===== src/rtl/lpsc_pkg.sv =====
package lpsc_pkg;

  typedef enum logic [1:0] {
    SYM_BAD   = 2'd0,
    SYM_SHORT = 2'd1,
    SYM_MID   = 2'd2,
    SYM_LONG  = 2'd3
  } gap_sym_e;

  typedef enum logic [1:0] {
    ST_CAPABLE  = 2'd0,
    ST_LINKDOWN = 2'd1,
    ST_JABBER   = 2'd2
  } loc_code_e;

  localparam int unsigned N_REMOTE = 3;

  // gap symbol expected at position idx of the pattern for code c
  function automatic gap_sym_e sym_at(loc_code_e c, logic [1:0] idx);
    gap_sym_e s;
    s = SYM_SHORT;
    if (idx != 2'd0) begin
      unique case (c)
        ST_LINKDOWN: s = (idx == 2'd1) ? SYM_MID : SYM_LONG;
        ST_JABBER:   s = (idx == 2'd1) ? SYM_LONG : SYM_MID;
        default:     s = SYM_LONG;
      endcase
    end
    return s;
  endfunction

  function automatic logic [1:0] seq_last(loc_code_e c);
    return (c == ST_CAPABLE) ? 2'd1 : 2'd2;
  endfunction

endpackage


===== src/rtl/lpsc_tx_seq.sv =====
module lpsc_tx_seq
  import lpsc_pkg::*;
#(
  parameter int CNT_W    = 6,
  parameter int SHORT_MS = 10,
  parameter int MID_MS   = 15,
  parameter int LONG_MS  = 20
) (
  input  logic clk,
  input  logic rst_n,
  input  logic tick,
  input  logic tx_busy,
  input  logic loc_down,
  input  logic loc_jab,
  output logic pulse_req
);

  localparam logic [CNT_W-1:0] T_SHORT = CNT_W'(SHORT_MS);
  localparam logic [CNT_W-1:0] T_MID   = CNT_W'(MID_MS);
  localparam logic [CNT_W-1:0] T_LONG  = CNT_W'(LONG_MS);

  logic [CNT_W-1:0] ms_q;
  logic [1:0]       idx_q;
  logic [1:0]       idx_nxt;
  loc_code_e        code_q;
  loc_code_e        code_sel;
  gap_sym_e         sym;
  logic [CNT_W-1:0] target;
  logic             gap_done;

  always_comb begin
    if (loc_down)     code_sel = ST_LINKDOWN;
    else if (loc_jab) code_sel = ST_JABBER;
    else              code_sel = ST_CAPABLE;

    sym = sym_at(code_q, idx_q);
    unique case (sym)
      SYM_SHORT: target = T_SHORT;
      SYM_MID:   target = T_MID;
      default:   target = T_LONG;
    endcase

    gap_done = tick && ((ms_q + 1'b1) == target);
    idx_nxt  = (idx_q == seq_last(code_q)) ? 2'd0 : idx_q + 2'd1;
  end

  always_ff @(posedge clk) begin
    if (!rst_n) begin
      ms_q      <= '0;
      idx_q     <= 2'd0;
      code_q    <= ST_CAPABLE;
      pulse_req <= 1'b0;
    end else if (tx_busy) begin
      ms_q      <= '0;
      idx_q     <= 2'd0;
      pulse_req <= 1'b0;
    end else if (gap_done) begin
      ms_q      <= '0;
      idx_q     <= idx_nxt;
      pulse_req <= 1'b1;
      if (idx_q == 2'd0) code_q <= code_sel;
    end else begin
      if (tick) ms_q <= ms_q + 1'b1;
      pulse_req <= 1'b0;
    end
  end

endmodule


===== src/rtl/lpsc_rx_meter.sv =====
module lpsc_rx_meter
  import lpsc_pkg::*;
#(
  parameter int CNT_W    = 6,
  parameter int SHORT_MS = 10,
  parameter int MID_MS   = 15,
  parameter int LONG_MS  = 20,
  parameter int TOL_MS   = 2
) (
  input  logic                clk,
  input  logic                rst_n,
  input  logic                tick,
  input  logic                rx_pulse,
  output logic [N_REMOTE-1:0] hit
);

  localparam logic [CNT_W-1:0] GAP_MAX = {CNT_W{1'b1}};

  logic [CNT_W-1:0] gap_q;
  gap_sym_e         cur;
  gap_sym_e         prev1_q;  // newest stored symbol
  gap_sym_e         prev2_q;  // older stored symbol

  function automatic logic near(logic [CNT_W-1:0] g, int nom);
    int gi;
    gi = int'(g);
    return (gi + TOL_MS >= nom) && (gi <= nom + TOL_MS);
  endfunction

  always_comb begin
    if (near(gap_q, SHORT_MS))     cur = SYM_SHORT;
    else if (near(gap_q, MID_MS))  cur = SYM_MID;
    else if (near(gap_q, LONG_MS)) cur = SYM_LONG;
    else                           cur = SYM_BAD;

    hit[0] = rx_pulse && (prev2_q == SYM_SHORT) && (prev1_q == SYM_MID)   && (cur == SYM_LONG);
    hit[1] = rx_pulse && (prev2_q == SYM_SHORT) && (prev1_q == SYM_LONG)  && (cur == SYM_MID);
    hit[2] = rx_pulse && (prev2_q == SYM_LONG)  && (prev1_q == SYM_SHORT) && (cur == SYM_LONG);
  end

  always_ff @(posedge clk) begin
    if (!rst_n) begin
      gap_q   <= GAP_MAX;
      prev1_q <= SYM_BAD;
      prev2_q <= SYM_BAD;
    end else if (rx_pulse) begin
      gap_q   <= '0;
      prev1_q <= cur;
      prev2_q <= prev1_q;
    end else if (tick && gap_q != GAP_MAX) begin
      gap_q <= gap_q + 1'b1;
    end
  end

endmodule


===== src/rtl/lpsc_remote_hold.sv =====
module lpsc_remote_hold #(
  parameter int NEED_SEQ = 2,
  parameter int HOLD_MS  = 100
) (
  input  logic clk,
  input  logic rst_n,
  input  logic tick,
  input  logic hit,
  output logic active
);

  localparam int HW = $clog2(NEED_SEQ + 1);
  localparam int QW = $clog2(HOLD_MS + 1);
  localparam logic [HW-1:0] NEED_V = HW'(NEED_SEQ);
  localparam logic [QW-1:0] QUIET_END = QW'(HOLD_MS - 1);

  logic [HW-1:0] hits_q;
  logic [QW-1:0] quiet_q;

  always_ff @(posedge clk) begin
    if (!rst_n) begin
      hits_q  <= '0;
      quiet_q <= '0;
      active  <= 1'b0;
    end else if (hit) begin
      quiet_q <= '0;
      if (hits_q != NEED_V) hits_q <= hits_q + 1'b1;
      if (int'(hits_q) + 1 >= NEED_SEQ) active <= 1'b1;
    end else if (tick && (active || hits_q != '0)) begin
      if (quiet_q == QUIET_END) begin
        quiet_q <= '0;
        hits_q  <= '0;
        active  <= 1'b0;
      end else begin
        quiet_q <= quiet_q + 1'b1;
      end
    end
  end

endmodule


===== src/rtl/lpsc_codec.sv =====
module lpsc_codec
  import lpsc_pkg::*;
#(
  parameter int CNT_W    = 6,
  parameter int SHORT_MS = 10,
  parameter int MID_MS   = 15,
  parameter int LONG_MS  = 20,
  parameter int TOL_MS   = 2,
  parameter int NEED_SEQ = 2,
  parameter int HOLD_MS  = 100
) (
  input  logic clk,
  input  logic rst_n,
  input  logic tick,
  input  logic tx_busy,
  input  logic loc_down,
  input  logic loc_jab,
  input  logic rx_pulse,
  output logic pulse_req,
  output logic rmt_down,
  output logic rmt_jab,
  output logic rmt_compat
);

  logic [N_REMOTE-1:0] hit;
  logic [N_REMOTE-1:0] remote;

  lpsc_tx_seq #(
    .CNT_W(CNT_W), .SHORT_MS(SHORT_MS), .MID_MS(MID_MS), .LONG_MS(LONG_MS)
  ) u_tx (
    .clk(clk), .rst_n(rst_n), .tick(tick), .tx_busy(tx_busy),
    .loc_down(loc_down), .loc_jab(loc_jab), .pulse_req(pulse_req)
  );

  lpsc_rx_meter #(
    .CNT_W(CNT_W), .SHORT_MS(SHORT_MS), .MID_MS(MID_MS), .LONG_MS(LONG_MS),
    .TOL_MS(TOL_MS)
  ) u_rx (
    .clk(clk), .rst_n(rst_n), .tick(tick), .rx_pulse(rx_pulse), .hit(hit)
  );

  for (genvar k = 0; k < N_REMOTE; k++) begin : g_hold
    lpsc_remote_hold #(.NEED_SEQ(NEED_SEQ), .HOLD_MS(HOLD_MS)) u_hold (
      .clk(clk), .rst_n(rst_n), .tick(tick), .hit(hit[k]), .active(remote[k])
    );
  end

  assign rmt_down   = remote[0];
  assign rmt_jab    = remote[1];
  assign rmt_compat = remote[2];

endmodule


===== config.mk =====
export PLATFORM = sky130hd
export DESIGN_NAME = lpsc_codec
export DESIGN_NICKNAME = d
export VERILOG_FILES = /design/src/rtl/lpsc_pkg.sv /design/src/rtl/lpsc_tx_seq.sv /design/src/rtl/lpsc_rx_meter.sv /design/src/rtl/lpsc_remote_hold.sv /design/src/rtl/lpsc_codec.sv
export SDC_FILE = /design/constraint.sdc
export NUM_CORES = 1
export LEC_CHECK = 0
export BUFFER_PORTS_ARGS = -buffer_cell sky130_fd_sc_hd__buf_4
export CAP_MARGIN = 25
export CORE_UTILIZATION = 30
export CTS_CLUSTER_SIZE = 12
export DETAILED_ROUTE_END_ITERATION = 6
export PLACE_DENSITY_LB_ADDON = 0.1
export SYNTH_ARGS = -nofsm -noshare
export SYNTH_HDL_FRONTEND = slang
export SYNTH_SLANG_ARGS = --single-unit

===== constraint.sdc =====
create_clock -name clk -period 3.95 [get_ports clk]
set_input_delay 1.185 -clock clk [delete_from_list [all_inputs] [get_ports clk]]
set_output_delay 1.185 -clock clk [all_outputs]
set_load 0.05 [all_outputs]

# Word-level counts from Yosys, hierarchy flattened
# Index checks and enable logic that the tools add are counted.
dict set report classes {
  bitwise_logic 2
  mux 42
  addsub 13
  n_eq_ne 27
  n_reduce_logical 44
  n_lt_le_gt_ge 9
}
# operator n
set op_table {}
lappend op_table {{32-bit by 3-bit greater-or-equal comparator with 1-bit output, second input constant} 3}
lappend op_table {{2-bit 2-to-1 mux} 20}
lappend op_table {{32-bit by 5-bit greater-or-equal comparator with 1-bit output, second input constant} 1}
lappend op_table {{32-bit by 6-bit greater-or-equal comparator with 1-bit output, second input constant} 1}
lappend op_table {{2-bit nonzero test} 11}
lappend op_table {{7-bit by 1-bit adder with 7-bit output, second input constant} 3}
lappend op_table {{7-bit equality test, second input constant} 3}
lappend op_table {{7-bit 2-to-1 mux} 3}
lappend op_table {{3-bit AND reduction} 7}
lappend op_table {{2-bit != test, second input constant} 9}
lappend op_table {{1-bit logical AND} 16}
lappend op_table {{1-bit 2-to-1 mux} 15}
lappend op_table {{2-bit equality test, second input constant} 7}
lappend op_table {{6-bit by 1-bit adder with 6-bit output, second input constant} 2}
lappend op_table {{6-bit by 5-bit less-or-equal comparator with 1-bit output, second input constant} 2}
lappend op_table {{6-bit 2-to-1 mux} 2}
lappend op_table {{2-bit by 1-bit equality test with 1-bit output, second input constant} 5}
lappend op_table {{5-bit one-hot mux with 2 select lines} 1}
lappend op_table {{2-bit by 1-bit adder with 3-bit output, second input constant} 3}
lappend op_table {{2-bit by 1-bit adder with 2-bit output, second input constant} 4}
lappend op_table {{2-bit OR reduction} 4}
lappend op_table {{6-bit by 2-bit adder with 7-bit output, second input constant} 1}
lappend op_table {{7-bit by 4-bit greater-or-equal comparator with 1-bit output, second input constant} 1}
lappend op_table {{6-bit by 5-bit equality test with 1-bit output} 1}
lappend op_table {{8 further kinds} 12}
dict set report word_totals {
  register_bits 51
  out_inout_bits 4
  in_bits 7
  word_cells 153
}

# Depth between registers and ports, before layout
# Gate-level depths: netlist of the first run.
dict set report depth {
  ltp_word 10
  mapped_depth 9
  mapped_depth_nobuf 7
}

# Cells and area by module
# A second synthesis of the first run with hierarchy kept.
dict set report hier_totals {
  cells_unflattened 354
  hier_area_um2 3070.4
}
# module area_per_inst_um2 cells_per_inst seq_area_each_um2 instances
set by_module_without_submodules {}
lappend by_module_without_submodules {lpsc_remote_hold 541.8 64 200.2 3}
lappend by_module_without_submodules {lpsc_rx_meter 725.7 84 200.2 1}
lappend by_module_without_submodules {lpsc_tx_seq 719.4 78 220.2 1}

# Worst setup path after synthesis of the first run
# No wires, ideal clock.
dict set report synth_timing {
  path_type {input to register}
  startpoint {in tick}
  endpoint {reg g_hold[1].u_hold.quiet_q[5]}
  cell_stages 5
  n_path_buf 1
  required_ns 3.822
  slack_ns 1.666
  setup_time_ns 0.128
  t_arrival_ns 2.156
  path_cell_list {clkbuf_1 o21ai_0 nor3_1 xnor2_1 nor2_1}
}
dict set report synth_between {
  elab_chain_len 1
}
# item line
set synth_rtl {}
lappend synth_rtl {{from (decl)} lpsc_codec.sv:14} ;# input logic tick,
lappend synth_rtl {{1-bit logical AND} lpsc_remote_hold.sv:29} ;# end else if (tick && (active || hits_q != '0)) begin
lappend synth_rtl {{to (signal assigned)} lpsc_remote_hold.sv:35} ;# quiet_q <= quiet_q + 1'b1;
lappend synth_rtl {{to (decl)} lpsc_remote_hold.sv:18} ;# logic [QW-1:0] quiet_q;
# Every way passes these cells.
# A chain may end at the register's enable or synchronous reset.

# Final worst setup path of the first run
dict set report layout_timing {
  startpoint {reg u_rx.gap_q[1]}
  endpoint {reg g_hold[2].u_hold.hits_q[1]}
}
dict set report layout_between {
  elab_chain_len 10
}
# item line
set layout_rtl {}
lappend layout_rtl {{from (decl)} lpsc_rx_meter.sv:19} ;# logic [CNT_W-1:0] gap_q;
lappend layout_rtl {{from (signal assigned)} lpsc_rx_meter.sv:51} ;# gap_q <= gap_q + 1'b1;
lappend layout_rtl {{6-bit by 2-bit adder with 7-bit output} lpsc_rx_meter.sv:27} ;# return (gi + TOL_MS >= nom) && (gi <= nom + TOL_MS);
lappend layout_rtl {{32-bit by 6-bit greater-or-equal comparator with 1-bit output} lpsc_rx_meter.sv:27}
lappend layout_rtl {{1-bit logical AND} lpsc_rx_meter.sv:27}
lappend layout_rtl {{2-bit 2-to-1 mux} lpsc_rx_meter.sv:33} ;# else if (near(gap_q, LONG_MS)) cur = SYM_LONG;
lappend layout_rtl {{2-bit 2-to-1 mux} lpsc_rx_meter.sv:32} ;# else if (near(gap_q, MID_MS)) cur = SYM_MID;
lappend layout_rtl {{2-bit 2-to-1 mux (*)} lpsc_rx_meter.sv:31} ;# if (near(gap_q, SHORT_MS)) cur = SYM_SHORT;
lappend layout_rtl {{2-bit equality test (*)} lpsc_rx_meter.sv:38} ;# hit[2] = rx_pulse && (prev2_q == SYM_LONG) && (prev1_q == SYM_SHORT) && (cur == SYM_LONG);
lappend layout_rtl {{1-bit logical AND (*)} lpsc_rx_meter.sv:38}
lappend layout_rtl {{2-bit != test (no source line) / 2-bit nonzero test (equally long branches)} n/a}
lappend layout_rtl {{3-bit AND reduction (no source line)} n/a}
lappend layout_rtl {{to (signal assigned)} lpsc_remote_hold.sv:27} ;# if (hits_q != NEED_V) hits_q <= hits_q + 1'b1;
lappend layout_rtl {{to (decl)} lpsc_remote_hold.sv:17} ;# logic [HW-1:0] hits_q;
# Mark *: on every way between the ends. The rest lies on a longest branch, timed or not.

==> metrics.cfg, run 1 <==
[run_status]
status = finished clean

[yosys]
ys_async_sr_fraction_pct = 0
synth.distinct_cells = 55
synthTopCellsByArea = dfxtp_1, ha_1, xnor2_1, nor2_1, nand2_1
syn-num-nets = 380
synth_seq_area_share_pct = 34.2
synth_edf_count = 0
netlist.area_leader.share_pct = 34.2
synth_cells = 350
synth_area_per_cell_um2 = 8.53
synth-seq-cells = 51
yosys.area.top_type = dfxtp_1
yosysMostFrequentCell = dfxtp_1
yosys-top-cells-count = dfxtp_1, nor2_1, nand2_1
synth_warnings = 0
synth_ff_type = dfxtp_1
syn_area_um2 = 2980

[placed_design]
io_buffers = 10
dp_hpwl_mm = 4.44
dp_slack_ns = 1.24
gp_congestion = 0.744
placed_area_um2 = 3180

[layout]
nets = 385
drive_gt1_share_pct = 8.43
areaGrowthSynthToFinish_pct = 10.2
diodes = 0
fin_area_um2 = 3290

[die]
start_util_pct = 30.8
die_x_um = 102
core_area_um2 = 9680
row_count = 36
dieArea_um2 = 10400
die_h_um = 102
design.portCount = 11

[run]
maxCapViolCount = 0

[clocking]
clk_latency_ns = 0.31
hold_buffers = 0
path_clk_slew_ns = 0.10
post_cts_buffers = 0
cts_tree = yes
cts-root-buf = clkbuf_8
cts_buffer_depth = 2
ctsResizeCount = 0
clkSinkCount = 51
h-tree-depth = 2
numCtsBuffers = 5

[critical_path]
cp_max_fo = 9
critPathLaunchType = register
critPathLaunch = u_rx.gap_q[1]$_SDFFE_PN1P_
cp.arrival_ns = 2.80
crit_slowest_cell = o31ai_1
end_kind = register
path_delay_family = compound AO/OA/AOI/OAI gates
cp_num_buf_inv = 1
worst_ep_required_time_ns = 4.19
path_cells = inv_1 > ha_1 > o31ai_1 > nor4_2 > a211o_1 > o21ai_2
r2r_start = u_rx.gap_q[1]$_SDFFE_PN1P_
path_class = reg -> reg
max_stage_delay_ns = 0.66

[global_routing]
grt_pass1_wl_mm = 10.6
grt_remaining_overflow = 0
grt_pass1_vias = 2273
antenna_found_initial = 0
grt_use_total_pct = 13.0
grt_max_degree = 22

[pwr]
total_power_mw = 1.01
ir_drop_uv = 148
pwr_density_cell_nw_per_um2 = 307
p_leak_nw = 1.18

[sta]
relSlewSlack_pct = 50.2
final-max-slew-violation-count = 0
fin_skew_ns = 0.00952
layout_min_cycle_time_ns = 2.56
tightest_slew_ns = 0.740
finalHoldViolCount = 0
setup_viol = 0
fin_tns_setup_ns = 0
rsz0062_at_grt = no
finalCritPeriodShare_pct = 64.7
hold-worst-slack_ns = 0.499
fin_ws_ns = 1.39
fmax_mhz = 391

[worst_hold_path]
hp-start = u_tx.ms_q[5]$_SDFFE_PP0P_
hp-class = reg -> reg

[detailed_routing]
wl_per_cell_um = 12.4
via_per_inst = 4.85
initialDrtViolationCount = 105
dr.pass1.iters = 4
num_vias = 2372
wl_mm = 6.07
ant_nets = 0
drc = 0

final timing paths:
path | endpoint | slack (ns) | cells past startpoint
setup / recovery | g_hold[2].u_hold.hits_q[1]$_SDFFE_PN0P_ | 1.39 | 6
hold / removal | u_tx.ms_q[5]$_SDFFE_PP0P_ | 0.50 | 2
setup reg to reg | g_hold[2].u_hold.hits_q[1]$_SDFFE_PN0P_ | 1.39 | 6
hold reg to reg | u_tx.ms_q[5]$_SDFFE_PP0P_ | 0.50 | 2
sequential cells by signal, summed over array words and instances (netlist names), 3 cells and up:
register               count
g_hold.u_hold.active       3
g_hold.u_hold.hits_q       6
u_tx.ms_q                  6
u_rx.gap_q                 6
g_hold.u_hold.quiet_q     21
worst reg2reg max path, cell delays in order, from the launching register on:
cell and delay (ns):
dfxtp_1 0.51, inv_1 0.16, ha_1 0.35, o31ai_1 0.66
nor4_2 0.18, a211o_1 0.48, o21ai_2 0.16
cells in the final DEF, fill, tap and decap left out, types with 11 or more instances in the layout:
cell type and instances:
nand2_1 28, xor2_1 11, nor3_1 17, o21ai_0 17
nor2_1 35, inv_1 21, ha_1 23, nand3_1 12
xnor2_1 18, buf_4 11, dfxtp_1 51
metrics by stage:
stage	util, %	cells
after floorplan	-	350
after global placement	32.8	481
after detailed placement	32.8	481
after CTS	34.0	489
after global routing	34.0	489
final	34.0	489
report_power, final:
| part | internal [mW] | leakage (nW) | total, mW | switching [mW] |
|---|---|---|---|---|
| Sequential | 0.522 | 0.413 | 0.540 | 0.0181 |
| Clock | 0.189 | 0.0581 | 0.376 | 0.187 |
| Combinational | 0.0370 | 0.704 | 0.0939 | 0.0569 |
area by class of cell:
class / instances / area [um^2]
well taps: 133 / 166
multi-input cells: 265 / 1830
clock inverters: 3 / 43.8
inverters: 21 / 78.8
fillers: 1039 / 6390
flip-flops and latches: 51 / 1020
clock buffers: 5 / 68.8
repair buffers: 11 / 82.6
per-layer routing:
| metal | part of all wire (%) | up-vias | GRT usage [%] | routed length, um |
|---|---|---|---|---|
| met3 | 2.4 | 5 | 2.35 | 147 |
| met1 | 54 | 1092 | 17.5 | 3260 |
| met2 | 43 | 21 | 20.9 | 2590 |
| met5 | 0 | - | 0 | 0 |
| met4 | 1.0 | 0 | 4.01 | 62 |
| li1 | - | 1254 | - | - |
cell families after synthesis:
group | synth area share, %
mux | 3.73
buf+inv | 4.53
fa+ha+maj | 9.64
simple gates | 22.3
flops | 34.2
xor+xnor | 8.51
compound gates | 17.1
No activity file was read; power rests on OpenSTA's default activity.
==> run 2: changes to the inputs <==
- clock period: 3.95 -> 2.35 ns (I/O delays scaled with it)
==> run 2 against run 1 <==
Against the previous run:
- via count rose by 0.93%
- sequential share of layout area is 1.1 points lower
- hold slack gained 0.011 ns
- die area stayed put
- critical path type unchanged
- critical endpoint is now g_hold[1].u_hold.quiet_q[4]$_SDFFE_PP0P_
- highest routed layer unchanged
==> metrics.cfg, run 2 (synthesized netlist as in run 1, its figures left out) <==
[layout]
areaGrowthSynthToFinish_pct = 14.3
drive_gt1_share_pct = 12.6
layout_commonest_cell = dfxtp_1
fill_cells = 1006
most-common-layout-cells = dfxtp_1, nor2_1, nand2_1, buf_4, ha_1
multi_input_area_um2 = 1830
stdcell_count = 505
fin_area_um2 = 3410
largest_reg_flops = 21
regArea_um2 = 1020
nets = 402
diodes = 0
max_flop_register = g_hold.u_hold.quiet_q

[sta]
layout_min_cycle_time_ns = 2.14
hold-worst-slack_ns = 0.510
relSlewSlack_pct = 62.1
rsz0062_at_grt = no
final-max-slew-violation-count = 0
fmax_mhz = 466
tightest_slew_ns = 0.562
finalCritPeriodShare_pct = 91.2
finalHoldViolCount = 0
setup_viol = 0
fin_tns_setup_ns = 0
fin_skew_ns = 0.00659

[detailed_routing]
num_vias = 2394
drc = 0
wl_mm = 6.26
dr.pass1.iters = 4
initialDrtViolationCount = 76
ant_nets = 0
wl_per_cell_um = 12.4
via_per_inst = 4.74

[die]
start_util_pct = 30.8
design.portCount = 11
die_h_um = 102
dieArea_um2 = 10400
row_count = 36
die_x_um = 102
core_area_um2 = 9680

[global_routing]
grt_use_total_pct = 13.0
grt_remaining_overflow = 0
grt_max_degree = 20
grt_pass1_vias = 2189
grt_pass1_wl_mm = 10.5
antenna_found_initial = 0

[placed_design]
dp.cells = 498
placed_area_um2 = 3300
dp_hpwl_mm = 4.64
gp_congestion = 0.792
io_buffers = 10

[critical_path]
crit_slowest_cell = a221o_1
r2r_start = u_rx.gap_q[2]$_SDFFE_PN1P_
end_kind = register
critPathLaunch = u_rx.gap_q[2]$_SDFFE_PN1P_
cp.arrival_ns = 2.33
path_cells = ha_1 > xor2_1 > nand3_1 > a221o_1 > o311ai_4 > nor2_1
worst_ep_required_time_ns = 2.54
max_stage_delay_ns = 0.50
path_class = reg -> reg
cp_max_fo = 9
critPathLaunchType = register

[clocking]
clk_latency_ns = 0.30
cts_buffer_depth = 2
clkSinkCount = 51
hold_buffers = 0
post_cts_buffers = 0
path_clk_slew_ns = 0.10
cts_tree = yes
numCtsBuffers = 5
h-tree-depth = 2
cts-root-buf = clkbuf_8

[pwr]
ir_drop_uv = 236
total_power_mw = 1.71
p_leak_nw = 1.25
pwr_density_cell_nw_per_um2 = 501

[worst_hold_path]
hp-start = u_tx.ms_q[5]$_SDFFE_PP0P_
hp-class = reg -> reg

[run]
maxCapViolCount = 0

[run_status]
status = finished clean

-- run 2: final timing paths --
kind	slack, ns	to	cells after the start
setup / recovery	0.21	g_hold[1].u_hold.quiet_q[4]$_SDFFE_PP0P_	6
hold / removal	0.51	u_tx.ms_q[5]$_SDFFE_PP0P_	2
setup reg to reg	0.21	g_hold[1].u_hold.quiet_q[4]$_SDFFE_PP0P_	6
hold reg to reg	0.51	u_tx.ms_q[5]$_SDFFE_PP0P_	2
-- run 2: through the flow --
stage | worst slack, ns | utilization (%)
after floorplan | 0.264 | -
after global placement | 0.224 | 34.1
after detailed placement | 0.183 | 34.1
after CTS | 0.168 | 35.2
after global routing | 0.0113 | 35.2
final | 0.206 | 35.2
-- run 2: power by group --
part	total, mW	switching, mW	internal [mW]
combinational	0.199	0.112	0.0874
clock	0.611	0.300	0.312
sequential	0.898	0.0207	0.878
-- run 2: critical path: cells and delay by family (launching register included) --
kind                     cells  cell delay [ns]
AO/OA/AOI/OAI                2             0.95
flip-flops                   1             0.40
adder cells (fa/ha/maj)      1             0.26
AND/OR/NAND/NOR              2             0.22
XOR/XNOR                     1             0.20
-- run 2: layout make-up --
class | count | area share, %
Clock buffer | 5 | 2.02
Clock inverter | 2 | 1.10
Inverter | 21 | 2.31
Multi-Input combinational cell | 265 | 53.6
Sequential cell | 51 | 29.9
Tap cell | 133 | 4.88
Timing Repair Buffer | 28 | 6.16
-- run 2: per-layer routing --
metal / up-vias / wire, um / track usage, %
met4: 0 / 61 / 4.01
li1: 1281 / - / -
met5: - / 0 / 0
met3: 5 / 150 / 2.55
met2: 20 / 2620 / 19.7
met1: 1088 / 3430 / 18.4
-- run 2: timing repair --
action | 4_1_cts | 5_1_grt
hold endpoints to repair | 0 | 0
gates resized for setup | 0 | 1
setup endpoints to repair | 0 | 2
